## src/rtl/afe_tx_pkg.sv

```systemverilog
package afe_tx_pkg;
  localparam int unsigned FIELD_BITS = 8;

  // Meaningful upper byte of the control word, MSB first.
  typedef struct packed {
    logic       tx_on;
    logic [1:0] sym;
    logic [2:0] gain;
    logic       loop_back;
    logic       boost;
  } ctrl_fields_t;
endpackage

```

## src/rtl/afe_baud_divider.sv

```systemverilog
module afe_baud_divider #(
  parameter int unsigned BAUD_CYCLES = 48,
  parameter int unsigned LOW_SLOTS   = 24,
  parameter int unsigned SLOT_W      = $clog2(BAUD_CYCLES)
) (
  input  logic              clk,
  input  logic              rst_n,
  output logic [SLOT_W-1:0] slot,
  output logic              baud_start,
  output logic              baud_level
);
  localparam logic [SLOT_W-1:0] LAST_SLOT = SLOT_W'(BAUD_CYCLES - 1);
  localparam logic [SLOT_W-1:0] HIGH_FROM = SLOT_W'(LOW_SLOTS);

  // Reset to the last slot so the first rising edge opens baud 0.
  always_ff @(posedge clk or negedge rst_n) begin
    if (!rst_n)                slot <= LAST_SLOT;
    else if (slot == LAST_SLOT) slot <= '0;
    else                       slot <= slot + 1'b1;
  end

  assign baud_start = (slot == LAST_SLOT);
  assign baud_level = (slot >= HIGH_FROM);

  assert_wrap_R1: assert property (@(posedge clk) disable iff (!rst_n)
    (slot == LAST_SLOT) |=> (slot == '0));
  assert_range_R1: assert property (@(posedge clk) disable iff (!rst_n)
    (slot <= LAST_SLOT));
endmodule

```

## src/rtl/afe_word_stage.sv

```systemverilog
module afe_word_stage #(
  parameter int unsigned WORD_BITS = 16,
  parameter int unsigned ZERO_BITS = 8
) (
  input  logic                 clk,
  input  logic                 rst_n,
  input  logic                 in_valid,
  output logic                 in_ready,
  input  logic [WORD_BITS-1:0] in_word,
  input  logic                 baud_start,
  output logic [WORD_BITS-1:0] load_word
);
  logic                 pend_full;
  logic [WORD_BITS-1:0] pend_word;
  logic [WORD_BITS-1:0] live_word;

  assign in_ready  = !pend_full;
  assign load_word = pend_full ? pend_word : live_word;

  always_ff @(posedge clk or negedge rst_n) begin
    if (!rst_n) begin
      pend_full <= 1'b0;
      pend_word <= '0;
      live_word <= '0;
    end else begin
      if (baud_start) live_word <= load_word;
      if (in_valid && in_ready) begin
        pend_full <= 1'b1;
        pend_word <= in_word;
      end else if (baud_start) begin
        pend_full <= 1'b0;
      end
    end
  end

  assert_accept_blocks_R7: assert property (@(posedge clk) disable iff (!rst_n)
    (in_valid && in_ready) |=> !in_ready);
  assert_hold_mid_baud_R6: assert property (@(posedge clk) disable iff (!rst_n)
    !baud_start |=> $stable(live_word));
  assert_repeat_idle_R8: assert property (@(posedge clk) disable iff (!rst_n)
    (baud_start && !pend_full) |=> $stable(live_word));
  assert_reserved_zero_R3: assert property (@(posedge clk) disable iff (!rst_n)
    (load_word[ZERO_BITS-1:0] == '0));
endmodule

```

## src/rtl/afe_word_shifter.sv

```systemverilog
module afe_word_shifter #(
  parameter int unsigned WORD_BITS = 16,
  parameter int unsigned SLOT_W    = 6
) (
  input  logic                 clk,
  input  logic                 rst_n,
  input  logic                 baud_start,
  input  logic [SLOT_W-1:0]    slot,
  input  logic [WORD_BITS-1:0] load_word,
  output logic                 bit_now
);
  localparam logic [SLOT_W-1:0] WORD_END   = SLOT_W'(WORD_BITS);
  localparam logic [SLOT_W-1:0] SHIFT_STOP = SLOT_W'(WORD_BITS - 1);

  logic [WORD_BITS-1:0] sreg;

  always_ff @(posedge clk or negedge rst_n) begin
    if (!rst_n)                  sreg <= '0;
    else if (baud_start)         sreg <= load_word;
    else if (slot < SHIFT_STOP)  sreg <= {sreg[WORD_BITS-2:0], 1'b0};
  end

  // The slot count gates the tail slots, which stay quiet.
  assign bit_now = (slot < WORD_END) ? sreg[WORD_BITS-1] : 1'b0;
endmodule

```

## src/rtl/afe_pin_retimer.sv

```systemverilog
module afe_pin_retimer (
  input  logic clk,
  input  logic rst_n,
  input  logic bit_now,
  input  logic baud_level,
  output logic ser_q,
  output logic baud_q
);
  // Falling-edge launch: the pins settle half a cycle before the far end samples.
  always_ff @(negedge clk or negedge rst_n) begin
    if (!rst_n) begin
      ser_q  <= 1'b0;
      baud_q <= 1'b1;
    end else begin
      ser_q  <= bit_now;
      baud_q <= baud_level;
    end
  end
endmodule

```

## src/rtl/afe_tx_serializer.sv

```systemverilog
module afe_tx_serializer
  import afe_tx_pkg::*;
#(
  parameter int unsigned BAUD_CYCLES = 48,
  parameter int unsigned WORD_BITS   = 16
) (
  input  logic       clk_os,
  input  logic       rst_n,
  input  logic       in_valid,
  output logic       in_ready,
  input  logic       tx_on,
  input  logic [1:0] tx_sym,
  input  logic [2:0] rx_gain,
  input  logic       loop_back,
  input  logic       tx_boost,
  output logic       ser_data,
  output logic       baud_clk
);
  localparam int unsigned SLOT_W    = $clog2(BAUD_CYCLES);
  localparam int unsigned LOW_SLOTS = BAUD_CYCLES / 2;
  localparam int unsigned ZERO_BITS = WORD_BITS - FIELD_BITS;
  localparam logic [SLOT_W-1:0] WORD_END = SLOT_W'(WORD_BITS);

  ctrl_fields_t          fields;
  logic [WORD_BITS-1:0]  in_word;
  logic [WORD_BITS-1:0]  load_word;
  logic [SLOT_W-1:0]     slot;
  logic                  baud_start;
  logic                  baud_level;
  logic                  bit_now;

  assign fields  = '{tx_on: tx_on, sym: tx_sym, gain: rx_gain,
                     loop_back: loop_back, boost: tx_boost};
  assign in_word = {fields, {ZERO_BITS{1'b0}}};

  afe_baud_divider #(.BAUD_CYCLES(BAUD_CYCLES), .LOW_SLOTS(LOW_SLOTS), .SLOT_W(SLOT_W))
    div_i (.clk(clk_os), .rst_n(rst_n), .slot(slot), .baud_start(baud_start),
           .baud_level(baud_level));

  afe_word_stage #(.WORD_BITS(WORD_BITS), .ZERO_BITS(ZERO_BITS))
    stage_i (.clk(clk_os), .rst_n(rst_n), .in_valid(in_valid), .in_ready(in_ready),
             .in_word(in_word), .baud_start(baud_start), .load_word(load_word));

  afe_word_shifter #(.WORD_BITS(WORD_BITS), .SLOT_W(SLOT_W))
    shift_i (.clk(clk_os), .rst_n(rst_n), .baud_start(baud_start), .slot(slot),
             .load_word(load_word), .bit_now(bit_now));

  afe_pin_retimer pins_i (.clk(clk_os), .rst_n(rst_n), .bit_now(bit_now),
                          .baud_level(baud_level), .ser_q(ser_data), .baud_q(baud_clk));

  // The pins launched on the falling edge of slot k are seen on the next rising edge.
  assert_tail_quiet_R4: assert property (@(posedge clk_os) disable iff (!rst_n)
    (slot >= WORD_END) |-> !ser_data);
  assert_baud_fall_R1: assert property (@(posedge clk_os) disable iff (!rst_n)
    $fell(baud_clk) |-> (slot == '0));
endmodule

```

## config.mk

```make
export PLATFORM = sky130hd
export DESIGN_NAME = afe_tx_serializer
export DESIGN_NICKNAME = d
export VERILOG_FILES = /design/src/rtl/afe_tx_pkg.sv /design/src/rtl/afe_baud_divider.sv /design/src/rtl/afe_word_stage.sv /design/src/rtl/afe_word_shifter.sv /design/src/rtl/afe_pin_retimer.sv /design/src/rtl/afe_tx_serializer.sv
export SDC_FILE = /design/constraint.sdc
export NUM_CORES = 1
export LEC_CHECK = 0
export ABC_AREA = 0
export CORE_MARGIN = 2
export CORE_UTILIZATION = 39
export CTS_BUF_LIST = sky130_fd_sc_hd__clkbuf_16
export CTS_CLUSTER_SIZE = 8
export DETAILED_ROUTE_END_ITERATION = 12
export PLACE_DENSITY_LB_ADDON = 0.3
export SYNTH_ARGS = -nofsm -noshare
export SYNTH_HDL_FRONTEND = slang
export SYNTH_SLANG_ARGS = --single-unit
export TNS_END_PERCENT = 30
```

## constraint.sdc

```tcl
create_clock -name clk_os -period 3.8 [get_ports clk_os]
set_input_delay 0.76 -clock clk_os [delete_from_list [all_inputs] [get_ports clk_os]]
set_output_delay 0.76 -clock clk_os [all_outputs]
set_load 0.05 [all_outputs]
```

==> results of run 1 <==
metrics by stage:
step	instance area, sq um	utilization, %	total power [uW]	std cells
2_1_floorplan	2230	-	628.0	189
3_3_place_gp	2357	42.81	664.7	263
3_5_place_dp	2357	42.81	666.6	263
4_1_cts	2496	45.33	1095	271
5_1_grt	2496	45.33	1127	271
6_report	2496	45.33	1077	271
worst paths after layout:
kind | endpoint | cells past startpoint | slack (ps)
worst max-delay path | baud_clk | 1 | 120
worst min-delay path | shift_i.sreg[14] | 2 | 480
worst max register to register | pins_i.ser_q | 1 | 1080
worst min register to register | shift_i.sreg[14] | 2 | 480
max in group asynchronous | pins_i.baud_q | 1 | 1510
min in group asynchronous | shift_i.sreg[9] | 2 | 620
power by group:
group | internal [uW] | switching (uW) | total [uW]
Sequential | 552 | 18.5 | 570
Clock | 240 | 184 | 424
Combinational | 44.7 | 37.2 | 81.9
Total | 836 | 240 | 1080
flip-flops by register name, indices dropped and copies added (netlist names):
name	count
stage_i.live_word	16
div_i.slot	6
pins_i.baud_q	1
stage_i.pend_word	8
stage_i.pend_full	1
shift_i.sreg	16
pins_i.ser_q	1
cell usage in the layout, fill, tap and decap left out, types with 3 or more instances in the layout:
master	count
dfrtp_1	42
nor2_1	17
nor2b_1	12
nand2_1	11
mux2_2	11
inv_1	10
mux2i_1	10
clkdlybuf4s50_1	10
nand3_1	8
a31oi_1	8
dfstp_2	6
a21oi_1	5
mux2_4	5
clkbuf_16	5
a211oi_1	3
o31ai_1	3
nor2_2	3
cell usage after synthesis, types with 5 or more instances:
| cell | count | area (sq um) |
|---|---|---|
| nor2b_1 | 12 | 75.07 |
| mux2_2 | 11 | 123.9 |
| nand2_1 | 11 | 41.29 |
| dfrtp_1 | 42 | 1051 |
| inv_1 | 9 | 33.78 |
| nand3_1 | 8 | 40.04 |
| a31oi_1 | 8 | 50.05 |
| a21oi_1 | 5 | 25.02 |
| dfstp_2 | 6 | 157.7 |
| mux2_4 | 5 | 75.07 |
| mux2i_1 | 10 | 100.1 |
| nor2_1 | 17 | 63.81 |
cells by family (layout without fill, tap and decap cells):
logic type	after synthesis	after routing	share of synthesized area [%]
xor+xnor	2	2	0.7858
fa+ha+maj	2	2	1.122
simple gates	60	60	14.20
buf+inv	22	32	6.846
mux	26	26	13.41
compound gates	28	28	8.305
flops	49	49	55.33
area by class of cell:
cell class                 instances  area (sq um)  area share, %
clock buffer                       5         125.1          5.013
clock inverter                     4         17.52         0.7018
inverter                           9         33.78          1.353
multi-input combinational        118         843.3          33.78
sequential                        49          1234          49.42
tap                               72         90.09          3.609
timing repair buffer              14         152.6          6.115
per-layer routing:
metal  global-route usage, %  wire length (um)  part of all wire [%]  vias to the layer above
met4                   5.690                45                   1.3                        0
met1                   17.64              1792                    51                      619
met2                   18.82              1562                    44                       28
met5                       0                 0                     0                        -
met3                   3.507               126                   3.6                        6
li1                        -                 -                     -                      656
==> reports/results.ini, run 1 <==
[synthesis]
synth.distinct_cells = 40
syn-num-nets = 202
synth-seq-area-share_pct = 55.33
yosys_warnings = 0
netlist_area_sq_um = 2230
synthFlopType = dfrtp_1
synthCells = 189
avgSynthCellArea_sq_um = 11.80
synth_seq_cells = 49
synth_edf_count = 0
async_reset_ff_share_pct = 100.0

[clock_network]
cts-root-buf = clkbuf_16
clk_pin_slew_ps = 60
cts.repair.resized = 0
htreeDepth = 2
clkSinkCount = 49
ctsHoldBuffers = 0
clk_latency_ps = 350
clock_path_buffers = 2
cts-buffers-inserted = 5
cts_setup_buffers = 0
cts_tree = built

[worst_setup_path]
critPathArrivalTime_ps = 2920
cp_slowest_cell = dfstp_2
crit_buf_inv = 1
path_max_fanout = 1
cp_top_family = flip-flops
cp_cell_sequence = buf_12
cp.required_ps = 3040
crit_type = reg -> out
reg2reg_from = div_i.slot[5]
max_stage_delay_ps = 530
startpoint_type = flip-flop
endpoint_kind = output port
cp-startpoint = pins_i.baud_q

[power_and_ir_drop]
irDropWorstVdd_uv = 259.7
p_per_area_nw_per_um2 = 431.3
leakage_uw = 0.001126

[timing]
rsz0062_at_grt = false
fin_ws_ps = 123.2
max-slew-margin-rel_pct = 42.92
hold_viol = 0
slew_viol_final = 0
worst_slew_pin_slew_ps = 853.1
setup-tns-final_ps = 0
fin_hold_ws_ps = 478.7
fin_worst_skew_ps = 70.09
setup_viol = 0

[route]
vias_per_cell = 4.830
wl_per_cell_um = 13.01
drcViolationCount = 0
drt_pass1_iterations = 5
vias = 1309
drt_iter0_drc = 56
routed_wirelength_um = 3526
ant_nets = 0

[placement]
hpwl_um = 2290
pre_cts_ws_ps = 484.4
gp_congestion = 0.7579
io_buffers = 13

[floorplan]
core_area_sq_um = 5507
die_h_um = 79.61
num_rows = 27
ios = 14
start_util_pct = 40.49
die_w_um = 79.61
dieArea_sq_um = 6338

[cells_and_area]
final_nets = 211
areaGrowthSynthToFinish_pct = 11.95
num_antenna_cells = 0
drive_gt1_share_pct = 20.10
fillers = 508

[run_status]
outcome = finished clean

[global_route]
grt-ovfl-total = 0
grt_max_degree = 48
grt_pass1_vias = 1262
grt_antenna_before_repair = 0
grt_pass1_wl_um = 6203
grt_usage_pct = 12.81

[worst_hold_path]
hold_start = shift_i.sreg[14]
hp-class = reg -> reg

[flow_run]
maxCapViolCount = 0

No activity file was read; power rests on OpenSTA's default activity.
==> run 2, diff against run 1 <==
--- a/config.mk
+++ b/config.mk
@@ -8,7 +8,6 @@
 export ABC_AREA = 0
 export CORE_MARGIN = 2
 export CORE_UTILIZATION = 39
-export CTS_BUF_LIST = sky130_fd_sc_hd__clkbuf_16
 export CTS_CLUSTER_SIZE = 8
 export DETAILED_ROUTE_END_ITERATION = 12
 export PLACE_DENSITY_LB_ADDON = 0.3
==> reports/results.ini, run 2 (synthesized netlist as in run 1, its figures left out) <==
[clock_network]
cts_setup_buffers = 0  ; unchanged
ctsHoldBuffers = 0  ; unchanged
cts-root-buf = clkbuf_8  ; was clkbuf_16
clk_pin_slew_ps = 80  ; was 60 ps
clock_path_buffers = 2  ; unchanged
clk_latency_ps = 350  ; about the same
clkSinkCount = 49  ; unchanged
cts_tree = built  ; unchanged
cts.repair.resized = 0  ; unchanged
htreeDepth = 2  ; unchanged
cts-buffers-inserted = 5  ; unchanged

[worst_setup_path]
critPathArrivalTime_ps = 2910  ; was 2920 ps
max_stage_delay_ps = 530  ; about the same
cp_slowest_cell = dfstp_2  ; unchanged
cp_cell_sequence = buf_12  ; unchanged
startpoint_type = flip-flop  ; unchanged
cp.required_ps = 3040  ; about the same
crit_buf_inv = 1  ; unchanged
path_max_fanout = 1  ; unchanged
endpoint_kind = output port  ; unchanged
cp_top_family = flip-flops  ; unchanged
crit_type = reg -> out  ; unchanged

[placement]
placed_cells = 263  ; unchanged
io_buffers = 13  ; unchanged
hpwl_um = 2290  ; unchanged
gp_congestion = 0.7579  ; unchanged

[power_and_ir_drop]
comb_power_share_pct = 8.6  ; was 7.6%
leakage_uw = 0.001096  ; was 0.001126 uW
p_int_uw = 724.4  ; was 836.4 uW
power_frac_clock_pct = 31.3  ; was 39.4%
power.switching_uw = 224.3  ; was 240.1 uW
p_per_area_nw_per_um2 = 388.8  ; was 431.3 nW/um^2
p_sw_share_pct = 23.65  ; was 22.31%
seqPwrFrac_pct = 60.0  ; was 53.0%
irDropWorstVdd_uv = 221.2  ; was 259.7 uV

[route]
vias = 1295  ; was 1309
wl_per_cell_um = 12.94  ; was 13.01 um
drt_pass1_iterations = 4  ; was 5
vias_per_cell = 4.779  ; was 4.830
ant_nets = 0  ; unchanged
drt_iter0_drc = 58  ; was 56
drcViolationCount = 0  ; unchanged
routed_wirelength_um = 3507  ; was 3526 um

[timing]
worst_slew_pin_slew_ps = 850.0  ; was 853.1 ps
slew_viol_final = 0  ; unchanged
max-slew-margin-rel_pct = 43.12  ; was 42.92%
setup_viol = 0  ; unchanged
fin_worst_skew_ps = 53.30  ; was 70.09 ps
setup-tns-final_ps = 0  ; unchanged
hold_viol = 0  ; unchanged
rsz0062_at_grt = false  ; unchanged

[global_route]
grt_pass1_vias = 1261  ; was 1262
grt_antenna_before_repair = 0  ; unchanged
grt_usage_pct = 12.86  ; was 12.81%
grt-ovfl-total = 0  ; unchanged
grt_pass1_wl_um = 6196  ; was 6203 um
grt_max_degree = 48  ; unchanged

[cells_and_area]
num_antenna_cells = 0  ; unchanged
drive_gt1_share_pct = 20.10  ; unchanged
multi_input_area_sq_um = 843.3  ; unchanged
top_regs = shift_i.sreg: 16 flops, stage_i.live_word: 16 flops, stage_i.pend_word: 8 flops  ; unchanged
final_cells = 271  ; unchanged
fillers = 517  ; was 508
final_cell_mix = 42 x dfrtp_1, 17 x nor2_1, 12 x nor2b_1, 11 x nand2_1, 11 x mux2_2  ; unchanged
final_nets = 211  ; unchanged
regArea_sq_um = 1234  ; unchanged
final_common_cell = dfrtp_1  ; unchanged
areaGrowthSynthToFinish_pct = 9.428  ; was 11.95%

[floorplan]
core_area_sq_um = 5507  ; unchanged
start_util_pct = 40.49  ; unchanged
ios = 14  ; unchanged
num_rows = 27  ; unchanged
dieArea_sq_um = 6338  ; unchanged
die_h_um = 79.61  ; unchanged
die_w_um = 79.61  ; unchanged

[worst_hold_path]
hp-class = reg -> reg  ; unchanged

[flow_run]
maxCapViolCount = 0  ; unchanged

[run_status]
outcome = finished clean  ; unchanged

## run 2: layout make-up
cell class	instances	area share (%)
multi-input combinational	118	34.56
tap	72	3.692
sequential	49	50.56
inverter	9	1.385
clock buffer	6	2.974
timing repair buffer	14	6.256
clock inverter	3	0.5641
## run 2: worst paths after layout
check,start,endpoint,slack [ps],depth (start not counted)
max,pins_i.baud_q,baud_clk,130,1
min,shift_i.sreg[14],shift_i.sreg[14],480,2
max reg2reg,div_i.slot[5],pins_i.ser_q,1060,1
min reg2reg,shift_i.sreg[14],shift_i.sreg[14],480,2
max in group asynchronous,rst_n,pins_i.baud_q,1500,1
min in group asynchronous,rst_n,shift_i.sreg[9],600,2
## run 2: per-stage QoR
step / hold slack [ps] / area, sq um / power [uW] / worst slack [ps] / utilization [%]
2_1_floorplan: 448.5 / 2230 / 628.0 / 484.5 / -
3_3_place_gp: 459.8 / 2357 / 664.7 / 488.7 / 42.81
3_5_place_dp: 465.8 / 2357 / 666.6 / 484.4 / 42.81
4_1_cts: 485.2 / 2440 / 968.8 / 113.9 / 44.31
5_1_grt: 507.5 / 2440 / 999.0 / 100.1 / 44.31
6_report: 483.7 / 2440 / 948.7 / 125.5 / 44.31
## run 2: metal layers
metal	vias to the layer above	global-route usage [%]	part of all wire, %	wire (um)
met5	-	0	0	0
met4	0	7.241	2.5	87
met3	7	2.828	4.1	143
met2	27	18.91	44	1548
met1	609	17.50	49	1727
li1	652	-	-	-
## run 2: power groups by stage
stage                     Clock [uW]  Combinational, uW  Sequential, uW
after detailed placement        3.29               83.8             579
after global placement          3.29               82.5             579
final                            297               82.0             569
after CTS                        315               84.0             570
after floorplan                 3.29               47.8             577
after global routing             334               90.9             574
## run 2: worst min-delay path, stage by stage (launching register included)
cell and delay, ps:
dfrtp_1 350, nand2_1 50, o31ai_1 50
